## config.mk

```make
export PLATFORM = sky130hd
export DESIGN_NAME = pexc_ctrl
export DESIGN_NICKNAME = d
export VERILOG_FILES = /design/src/rtl/pexc_pkg.sv /design/src/rtl/pexc_pc_unit.sv /design/src/rtl/pexc_stage_latch.sv /design/src/rtl/pexc_commit_unit.sv /design/src/rtl/pexc_ctrl.sv
export SDC_FILE = /design/constraint.sdc
export NUM_CORES = 1
export LEC_CHECK = 0
export ABC_AREA = 1
export CORE_ASPECT_RATIO = 1.2
export CORE_MARGIN = 2
export CORE_UTILIZATION = 53
export DETAILED_ROUTE_END_ITERATION = 8
export GPL_TIMING_DRIVEN = 0
export HOLD_SLACK_MARGIN = 0.02
export PLACE_DENSITY_LB_ADDON = 0.3
export SETUP_SLACK_MARGIN = 0.05
export SYNTH_ARGS = -nofsm -noshare
export SYNTH_HDL_FRONTEND = slang
export SYNTH_SLANG_ARGS = --single-unit
```

## constraint.sdc

```tcl
create_clock -name clk -period 1.57 [get_ports clk]
set_input_delay 0.2355 -clock clk [delete_from_list [all_inputs] [get_ports clk]]
set_output_delay 0.2355 -clock clk [all_outputs]
set_load 0.005 [all_outputs]
```

## src/rtl/pexc_pkg.sv

```systemverilog
package pexc_pkg;
   // Pipeline stage positions; higher index is older.
   typedef enum logic [2:0] {
      STG_FE = 3'd0,
      STG_DE = 3'd1,
      STG_EX = 3'd2,
      STG_MM = 3'd3,
      STG_WB = 3'd4
   } stage_e;

   localparam int NUM_STAGES = 5;

   // True when a stage code marks a fault (top bit set, rest arbitrary).
   function automatic logic code_is_fault(input logic msb);
      return msb;
   endfunction
endpackage

```

## src/rtl/pexc_pc_unit.sv

```systemverilog
module pexc_pc_unit #(
   parameter int          AW        = 32,
   parameter logic [AW-1:0] RESET_PC  = 32'h0000_1000,
   parameter int          INSN_STEP = 4
) (
   input  logic          clk,
   input  logic          rst_n,
   input  logic          redirect,
   input  logic [AW-1:0] redirect_pc,
   output logic [AW-1:0] fetch_pc,
   output logic          fetch_valid
);
   localparam logic [AW-1:0] STEP = AW'(INSN_STEP);

   always_ff @(posedge clk) begin
      if (!rst_n) begin
         fetch_pc    <= RESET_PC;
         fetch_valid <= 1'b0;
      end else if (redirect) begin
         fetch_pc    <= redirect_pc;
         fetch_valid <= 1'b1;
      end else begin
         if (fetch_valid) fetch_pc <= fetch_pc + STEP;
         fetch_valid <= 1'b1;
      end
   end
endmodule

```

## src/rtl/pexc_stage_latch.sv

```systemverilog
module pexc_stage_latch #(
   parameter int AW = 32,
   parameter int CW = 6
) (
   input  logic          clk,
   input  logic          rst_n,
   input  logic          kill,
   input  logic          in_valid,
   input  logic [AW-1:0] in_pc,
   input  logic [CW-1:0] in_code,
   input  logic          in_eret,
   output logic          q_valid,
   output logic [AW-1:0] q_pc,
   output logic [CW-1:0] q_code,
   output logic          q_eret
);
   always_ff @(posedge clk) begin
      if (!rst_n) begin
         q_valid <= 1'b0;
         q_pc    <= '0;
         q_code  <= '0;
         q_eret  <= 1'b0;
      end else begin
         q_valid <= in_valid & ~kill;
         q_pc    <= in_pc;
         q_code  <= (kill || !in_valid) ? '0 : in_code;
         q_eret  <= in_valid & ~kill & in_eret;
      end
   end
endmodule

```

## src/rtl/pexc_commit_unit.sv

```systemverilog
module pexc_commit_unit #(
   parameter int            AW         = 32,
   parameter int            CW         = 6,
   parameter logic [AW-1:0] HANDLER_PC = 32'hbfc0_0200
) (
   input  logic          clk,
   input  logic          rst_n,
   input  logic          wb_valid,
   input  logic [AW-1:0] wb_pc,
   input  logic [CW-1:0] wb_code,
   input  logic          wb_eret,
   output logic          take,
   output logic          ret,
   output logic [AW-1:0] redirect_pc,
   output logic [AW-1:0] epc_q,
   output logic [CW-1:0] cause_q,
   output logic          priv_q
);
   logic has_code;

   assign has_code    = pexc_pkg::code_is_fault(wb_code[CW-1]);
   assign take        = wb_valid & has_code;
   assign ret         = wb_valid & wb_eret & ~has_code;
   assign redirect_pc = take ? HANDLER_PC : epc_q;

   always_ff @(posedge clk) begin
      if (!rst_n) begin
         epc_q   <= '0;
         cause_q <= '0;
         priv_q  <= 1'b0;
      end else if (take) begin
         epc_q   <= wb_pc;
         cause_q <= wb_code;
         priv_q  <= 1'b1;
      end else if (ret) begin
         priv_q  <= 1'b0;
      end
   end
endmodule

```

## src/rtl/pexc_ctrl.sv

```systemverilog
module pexc_ctrl #(
   parameter int            AW         = 32,
   parameter int            CW         = 6,
   parameter int            INSN_STEP  = 4,
   parameter logic [AW-1:0] RESET_PC   = 32'h0000_1000,
   parameter logic [AW-1:0] HANDLER_PC = 32'hbfc0_0200,
   parameter logic [CW-1:0] CODE_FE    = 6'h21,
   parameter logic [CW-1:0] CODE_DE    = 6'h22,
   parameter logic [CW-1:0] CODE_EX    = 6'h23,
   parameter logic [CW-1:0] CODE_MM    = 6'h24,
   parameter bit            IRQ_ENABLE = 1'b1
) (
   input  logic            clk,
   input  logic            rst_n,
   input  logic            if_fault,
   input  logic            id_fault,
   input  logic            id_eret,
   input  logic            ex_fault,
   input  logic            me_fault,
   input  logic [CW-2:0]   irq_code,
   output logic [AW-1:0]   fetch_pc,
   output logic            fetch_valid,
   output logic            me_mem_en,
   output logic            commit_valid,
   output logic [AW-1:0]   commit_pc,
   output logic            flush,
   output logic            priv_mode,
   output logic [AW-1:0]   epc,
   output logic [CW-1:0]   cause
);
   import pexc_pkg::*;

   localparam int NS   = NUM_STAGES;
   localparam int NDET = NS - 1;
   localparam int EXI  = int'(STG_EX);
   localparam int MMI  = int'(STG_MM);
   localparam int WBI  = int'(STG_WB);

   // Elaboration-time parameter checks
   if (CW < 2) begin : g_bad_cw
      $error("pexc_ctrl: CW must be at least 2");
   end
   if (INSN_STEP < 1) begin : g_bad_step
      $error("pexc_ctrl: INSN_STEP must be positive");
   end
   if (!(CODE_FE[CW-1] && CODE_DE[CW-1] && CODE_EX[CW-1] && CODE_MM[CW-1])) begin : g_bad_code
      $error("pexc_ctrl: every stage fault code needs its top bit set");
   end

   // Per-stage state, index 0 = fetch, 4 = writeback
   logic [NS-1:0]   sv;
   logic [AW-1:0]   spc   [NS];
   logic [CW-1:0]   scode [NS];
   logic [NS-1:0]   ser;

   // Per-stage view after local detection (stages 0..3)
   logic [CW-1:0]   code_n [NDET];
   logic [NDET-1:0] er_n;
   logic [NDET-1:0] hot;
   logic [NDET-1:0] older;
   logic [NDET-1:0] fault_in;
   logic [CW-1:0]   stage_code [NDET];

   logic            take, ret, irq_acc;
   logic [AW-1:0]   redirect_pc;
   logic [CW-1:0]   irq_cause;

   assign fault_in   = {me_fault, ex_fault, id_fault, if_fault};
   assign stage_code[0] = CODE_FE;
   assign stage_code[1] = CODE_DE;
   assign stage_code[2] = CODE_EX;
   assign stage_code[3] = CODE_MM;
   assign irq_cause  = {1'b1, irq_code};
   assign flush      = take | ret;

   pexc_pc_unit #(
      .AW(AW), .RESET_PC(RESET_PC), .INSN_STEP(INSN_STEP)
   ) u_pc (
      .clk(clk), .rst_n(rst_n),
      .redirect(flush), .redirect_pc(redirect_pc),
      .fetch_pc(fetch_pc), .fetch_valid(fetch_valid)
   );

   assign sv[0]    = fetch_valid;
   assign spc[0]   = fetch_pc;
   assign scode[0] = '0;
   assign ser[0]   = 1'b0;

   // Interrupt acceptance variant
   if (IRQ_ENABLE) begin : g_irq
      assign irq_acc = (|irq_code) & ~priv_mode & sv[EXI] & ~scode[EXI][CW-1]
                       & ~ex_fault & ~hot[MMI] & ~flush;
   end else begin : g_no_irq
      assign irq_acc = 1'b0;
   end

   for (genvar k = 0; k < NDET; k++) begin : g_stage
      // Local fault detection: an inherited code wins over a new one
      if (k == EXI) begin : g_det_ex
         assign code_n[k] = scode[k][CW-1]            ? scode[k]      :
                            (sv[k] && fault_in[k])    ? stage_code[k] :
                            irq_acc                   ? irq_cause     : '0;
      end else begin : g_det
         assign code_n[k] = scode[k][CW-1]            ? scode[k]      :
                            (sv[k] && fault_in[k])    ? stage_code[k] : '0;
      end

      if (k == int'(STG_DE)) begin : g_eret
         assign er_n[k] = ser[k] | id_eret;
      end else begin : g_no_eret
         assign er_n[k] = ser[k];
      end

      assign hot[k] = sv[k] & code_n[k][CW-1];

      // A faulting stage kills every younger stage on the next advance
      if (k == NDET - 1) begin : g_oldest
         assign older[k] = 1'b0;
      end else begin : g_chain
         assign older[k] = older[k+1] | hot[k+1];
      end

      pexc_stage_latch #(.AW(AW), .CW(CW)) u_latch (
         .clk(clk), .rst_n(rst_n),
         .kill(flush | older[k]),
         .in_valid(sv[k]), .in_pc(spc[k]), .in_code(code_n[k]), .in_eret(er_n[k]),
         .q_valid(sv[k+1]), .q_pc(spc[k+1]), .q_code(scode[k+1]), .q_eret(ser[k+1])
      );
   end

   pexc_commit_unit #(.AW(AW), .CW(CW), .HANDLER_PC(HANDLER_PC)) u_commit (
      .clk(clk), .rst_n(rst_n),
      .wb_valid(sv[WBI]), .wb_pc(spc[WBI]), .wb_code(scode[WBI]), .wb_eret(ser[WBI]),
      .take(take), .ret(ret), .redirect_pc(redirect_pc),
      .epc_q(epc), .cause_q(cause), .priv_q(priv_mode)
   );

   assign me_mem_en    = sv[MMI] & ~scode[MMI][CW-1];
   assign commit_valid = sv[WBI] & ~scode[WBI][CW-1];
   assign commit_pc    = spc[WBI];
endmodule

```

# ---- After elaboration in Yosys (flattened, before gate mapping)
# Index checks and enable logic that the tools add are counted.
dict set report classes {
  n_addsub 1
  muxes 14
  bitwise_logic 38
  reduce_logical 19
}
# op n
set op_table {}
lappend op_table {{$mux W32} 3}
lappend op_table {{$mux W6} 8}
lappend op_table {{$add A32 B3 Y32 const B} 1}
lappend op_table {{$and A1 B1 Y1} 21}
lappend op_table {{$not A1 Y1} 11}
lappend op_table {{$reduce_or A2 Y1} 4}
lappend op_table {{$or A1 B1 Y1} 6}
lappend op_table {{$reduce_or A5 Y1} 1}
lappend op_table {{$logic_and A1 B1 Y1} 4}
lappend op_table {{$logic_not A1 Y1} 4}
lappend op_table {{$logic_or A1 B1 Y1} 4}
lappend op_table {{$reduce_bool A2 Y1} 2}
lappend op_table {{$mux W1} 3}
dict set report word_totals {
  register_bits 231
  inputBits 12
  output_inout_bits 107
  wordCells 92
}

# ---- Depth between registers and ports, before layout
dict set report logic_depth {
  word_depth 16
  depth_mapped 10
  depth_no_buf 10
}

# ---- Hierarchy
# A second synthesis with hierarchy kept.
dict set report unflattened {
  hier_cells 1123
  hier_area_um2 8777.2
}
# module instances cells_each area_per_inst_um2 seq_area_each_um2
set modules_own_cells {}
lappend modules_own_cells {pexc_stage_latch 4 125 1159.9 800.8}
lappend modules_own_cells {pexc_pc_unit 1 326 2137.0 660.6}
lappend modules_own_cells {pexc_commit_unit 1 226 1686.6 780.7}
lappend modules_own_cells {pexc_ctrl 1 71 314.1 0.0}

# ---- Worst setup path before layout
# OpenSTA, ideal clock, no wires.
dict set report synth_timing {
  kind {register to register}
  startpoint {register u_pc.fetch_pc[2]}
  endpoint {register u_pc.fetch_pc[26]}
  setup_ns 0.058
  arrival_time_ns 1.427
  required_ns 1.512
  slack_ns 0.085
  path_stages_with_launch 11
  path_buffers 0
  period_less_slack_ns 1.485
  path_cell_list {dfxtp_1 > ha_1 > nand3_2 > inv_2 > nand2_2 > inv_2 > nand2_1 > or2_0 > nand3_1 > nand2_1 > nand2_1}
}
dict set report synth_via {
  elab_chain_len 3
}
# item line
set synth_rtl {}
lappend synth_rtl {{start: declaration} pexc_pc_unit.sv:10} ;# output logic [AW-1:0] fetch_pc,
lappend synth_rtl {{start signal: assignment} pexc_pc_unit.sv:20} ;# fetch_pc <= redirect_pc;
lappend synth_rtl {{start signal: assignment} pexc_pc_unit.sv:23} ;# if (fetch_valid) fetch_pc <= fetch_pc + STEP;
lappend synth_rtl {{$add A32 B3 Y32} pexc_pc_unit.sv:23}
lappend synth_rtl {{$mux W32} pexc_pc_unit.sv:23}
lappend synth_rtl {{$mux W32} pexc_pc_unit.sv:19} ;# end else if (redirect) begin
# Every way passes these cells. The select of a mux whose other input is x is not followed.
# A chain may end at the register's enable or synchronous reset.

# ---- Final worst setup path
dict set report layout_timing {
  startpoint {register u_pc.fetch_pc[2]}
  endpoint {register u_pc.fetch_pc[16]}
}
# Same word-level chain as after synthesis.

==> flow_summary.json <==
{
  "clock_latency_ps": 500,
  "globalplace.congestion": 0.955,
  "io_buffers": 118,
  "clock_sinks": 223,
  "ys_ff_latch": 223,
  "finalWirelength_um": 21800,
  "max_freq_mhz": 653,
  "synth_seq_area_share_pct": 56.8,
  "h-tree-depth": 1,
  "ys_types": 38,
  "p_leak_nw": 5.73,
  "synthMuxAreaShare_pct": 0,
  "firstDrtPassIters": 5,
  "syn_inst": 1025,
  "crit_arrival_ps": 1920,
  "grt_start_max_net_pins": 16,
  "synth_fa_ha_area_share_pct": 0.159,
  "hp-class": "primary input to register",
  "synth_commonest_cells": "nand2_1, dfxtp_1, inv_1",
  "outcome": "finished clean",
  "core.rowCount": 48,
  "nets": 1223,
  "min_period_over_period_pct": 97.5,
  "path_class": "register to register",
  "startpoint_type": "register",
  "drt_iter0_drc": 511,
  "cts_buffer_depth": 3,
  "design_area_um2": 10600,
  "vdd_drop_max_uv": 922,
  "drtAntennaViolNets": 0,
  "synth_area_um2": 7860,
  "utilization_pct": 73.5,
  "timing.setup.tns_ps": 0,
  "fp.dieH_um": 137,
  "drc_errors": 0,
  "yosysWarnings": 0,
  "synthSimpleGateAreaFrac_pct": 25.4,
  "synth.area.top_cells": "dfxtp_1, nand2_1, inv_1, nor2_1, a21oi_1",
  "setup_viol": 0,
  "vias_per_cell": 4.81,
  "vias": 6860,
  "synth_most_common_cell": "nand2_1",
  "io-pin-count": 119,
  "dieArea_um2": 15800,
  "cts_root_buf": "clkbuf_16",
  "grt_pass1_vias": 6440,
  "core-area_um2": 14500,
  "syn_nets": 1038,
  "cts_buffers": 21,
  "cts_tree": "yes",
  "area_growth_pct": 35.2,
  "start_util_pct": 54.3,
  "slew_headroom_pct": 62.0,
  "power_mw": 11.8,
  "crit_path_max_fanout": 4,
  "rsz0062_at_grt": "true",
  "synthXorXnorAreaFrac_pct": 1.11,
  "slew_viol_final": 0,
  "drv_cap": 0,
  "synth_top_family_by_area": "simple AND/OR/NAND/NOR gates",
  "multi_input_area_um2": 2780,
  "min_period_ps": 1530,
  "pwr_density_cell_nw_per_um2": 1110,
  "crit_path_max_incr_delay_ps": 390,
  "placed_area_um2": 9290,
  "grt_usage_pct": 27.6,
  "fillers": 1165,
  "synth_edf_count": 0,
  "dp_hpwl_um": 14600,
  "skew_ps": 13.3,
  "grt_overflow_total": 0,
  "reg2reg_slack_ps": 40,
  "synth_top_area_share_pct": 56.8,
  "antenna_found_initial": 0,
  "slowest_stage": "dfxtp_4",
  "wl_per_cell_um": 15.3,
  "ff_latch_area_um2": 4600,
  "worst_setup_hold_path_clk_slew_ps": 60,
  "syn_avg_cell_area_um2": 7.67,
  "required_ps": 1960,
  "drive_gt1_share_pct": 19.9,
  "die_w_um": 115,
  "endpoint_kind": "register",
  "hold_viol_final": 0,
  "synthArstFlopShare_pct": 0,
  "crit_chain": "buf_12 > ha_4 > nand3_4 > nor2_4 > nand3_2 > xnor2_1 > a21oi_1 > nor2_1",
  "grt_pass1_wl_um": 33200,
  "worst_pin_slew_ps": 570,
  "synth_compound_area_share_pct": 6.08,
  "synth_top_area_cell": "dfxtp_1",
  "synth_flop_cell": "dfxtp_1"
}
==> layer usage <==
metal,routed length (um),global-route usage (%),vias up
met3,1240,3.78,56
li1,-,-,3435
met5,0,0,-
met1,8840,33.6,3126
met2,10900,49.0,243
met4,758,10.8,0
==> final timing paths <==
check,start,cells past startpoint,to
max,u_pc.fetch_pc[2],8,u_pc.fetch_pc[16]
min,rst_n,1,u_pc.fetch_valid
max reg2reg,u_pc.fetch_pc[2],8,u_pc.fetch_pc[16]
min reg2reg,g_stage[2].u_latch.q_eret,2,g_stage[3].u_latch.q_eret
==> worst max-delay path, delay by kind of cell (launching register included) <==
family,cells,cell delay (ps)
and+or+nand+nor,4,500
DFF,1,390
adders and majority gates,1,150
xor gates and xnor gates,1,140
AOI/OAI and AO/OA,1,120
buffers and inverters,1,110
==> final cells by class <==
class	instances	area share, %
Buffer	33	1.66
Sequential cell	223	43.3
Clock inverter	6	0.812
Antenna cell	1	0.0235
Clock buffer	32	5.99
Multi-Input combinational cell	589	26.2
Inverter	178	6.43
Tap cell	200	2.35
Timing Repair Buffer	164	13.3
==> flip-flops by register name (all words and copies together), names as in the netlist <==
register                 cells
u_pc.fetch_pc               32
g_stage.u_latch.q_code      16
u_commit.epc_q              32
g_stage.u_latch.q_valid      4
g_stage.u_latch.q_pc       128
u_commit.priv_q              1
u_commit.cause_q             6
u_pc.fetch_valid             1
g_stage.u_latch.q_eret       3
==> cell usage in the layout (no fill, tap or decap), types with 11 or more instances in the layout <==
cell type / netlist / routed
a21oi_1: 31 / 31
clkdlybuf4s50_1: 0 / 11
buf_4: 1 / 45
clkbuf_16: 0 / 21
dfxtp_4: 0 / 22
clkbuf_2: 0 / 16
nand2_2: 6 / 14
dfxtp_2: 0 / 42
nand2_1: 294 / 281
nor2_4: 3 / 12
dfxtp_1: 223 / 159
dlygate4sd2_1: 0 / 104
inv_1: 172 / 170
o21ai_0: 31 / 31
nor2_2: 5 / 23
nor2_1: 140 / 113
nand3_1: 25 / 23
==> stage by stage <==
stage               hold WS (ps)  instances  setup slack (ps)
detailed placement           395       1343              -627
global route                 228       1425             -30.0
floorplan                    263       1025              84.6
CTS                          216       1415             -70.1
global placement             391       1343              -581
finish                       239       1426              39.6
==> power by group <==
part           switching (mW)  leakage [nW]  internal (mW)
clock network            2.14         0.355           3.13
registers               0.103          1.84           5.79
logic                   0.397          3.54          0.289
total                    2.64          5.73           9.21
==> timing repair <==
item | 4_1_cts | 5_1_grt
buffers inserted | 34 | 12
endpoints found under the setup margin | 251 | 77
hold buffers | 0 | 0
pin swaps | 4 | 18
resized for setup | 232 | 73
==> logic make-up (layout without fill, tap and decap cells) <==
| group | after synthesis | in the layout |
|---|---|---|
| other cells | 0 | 1 |
| xor+xnor | 10 | 10 |
| flops | 223 | 223 |
| buf+inv | 213 | 413 |
| simple gates | 493 | 493 |
| fa+ha+maj | 1 | 1 |
| compound gates | 85 | 85 |
Power figures use the tool's default switching activity.
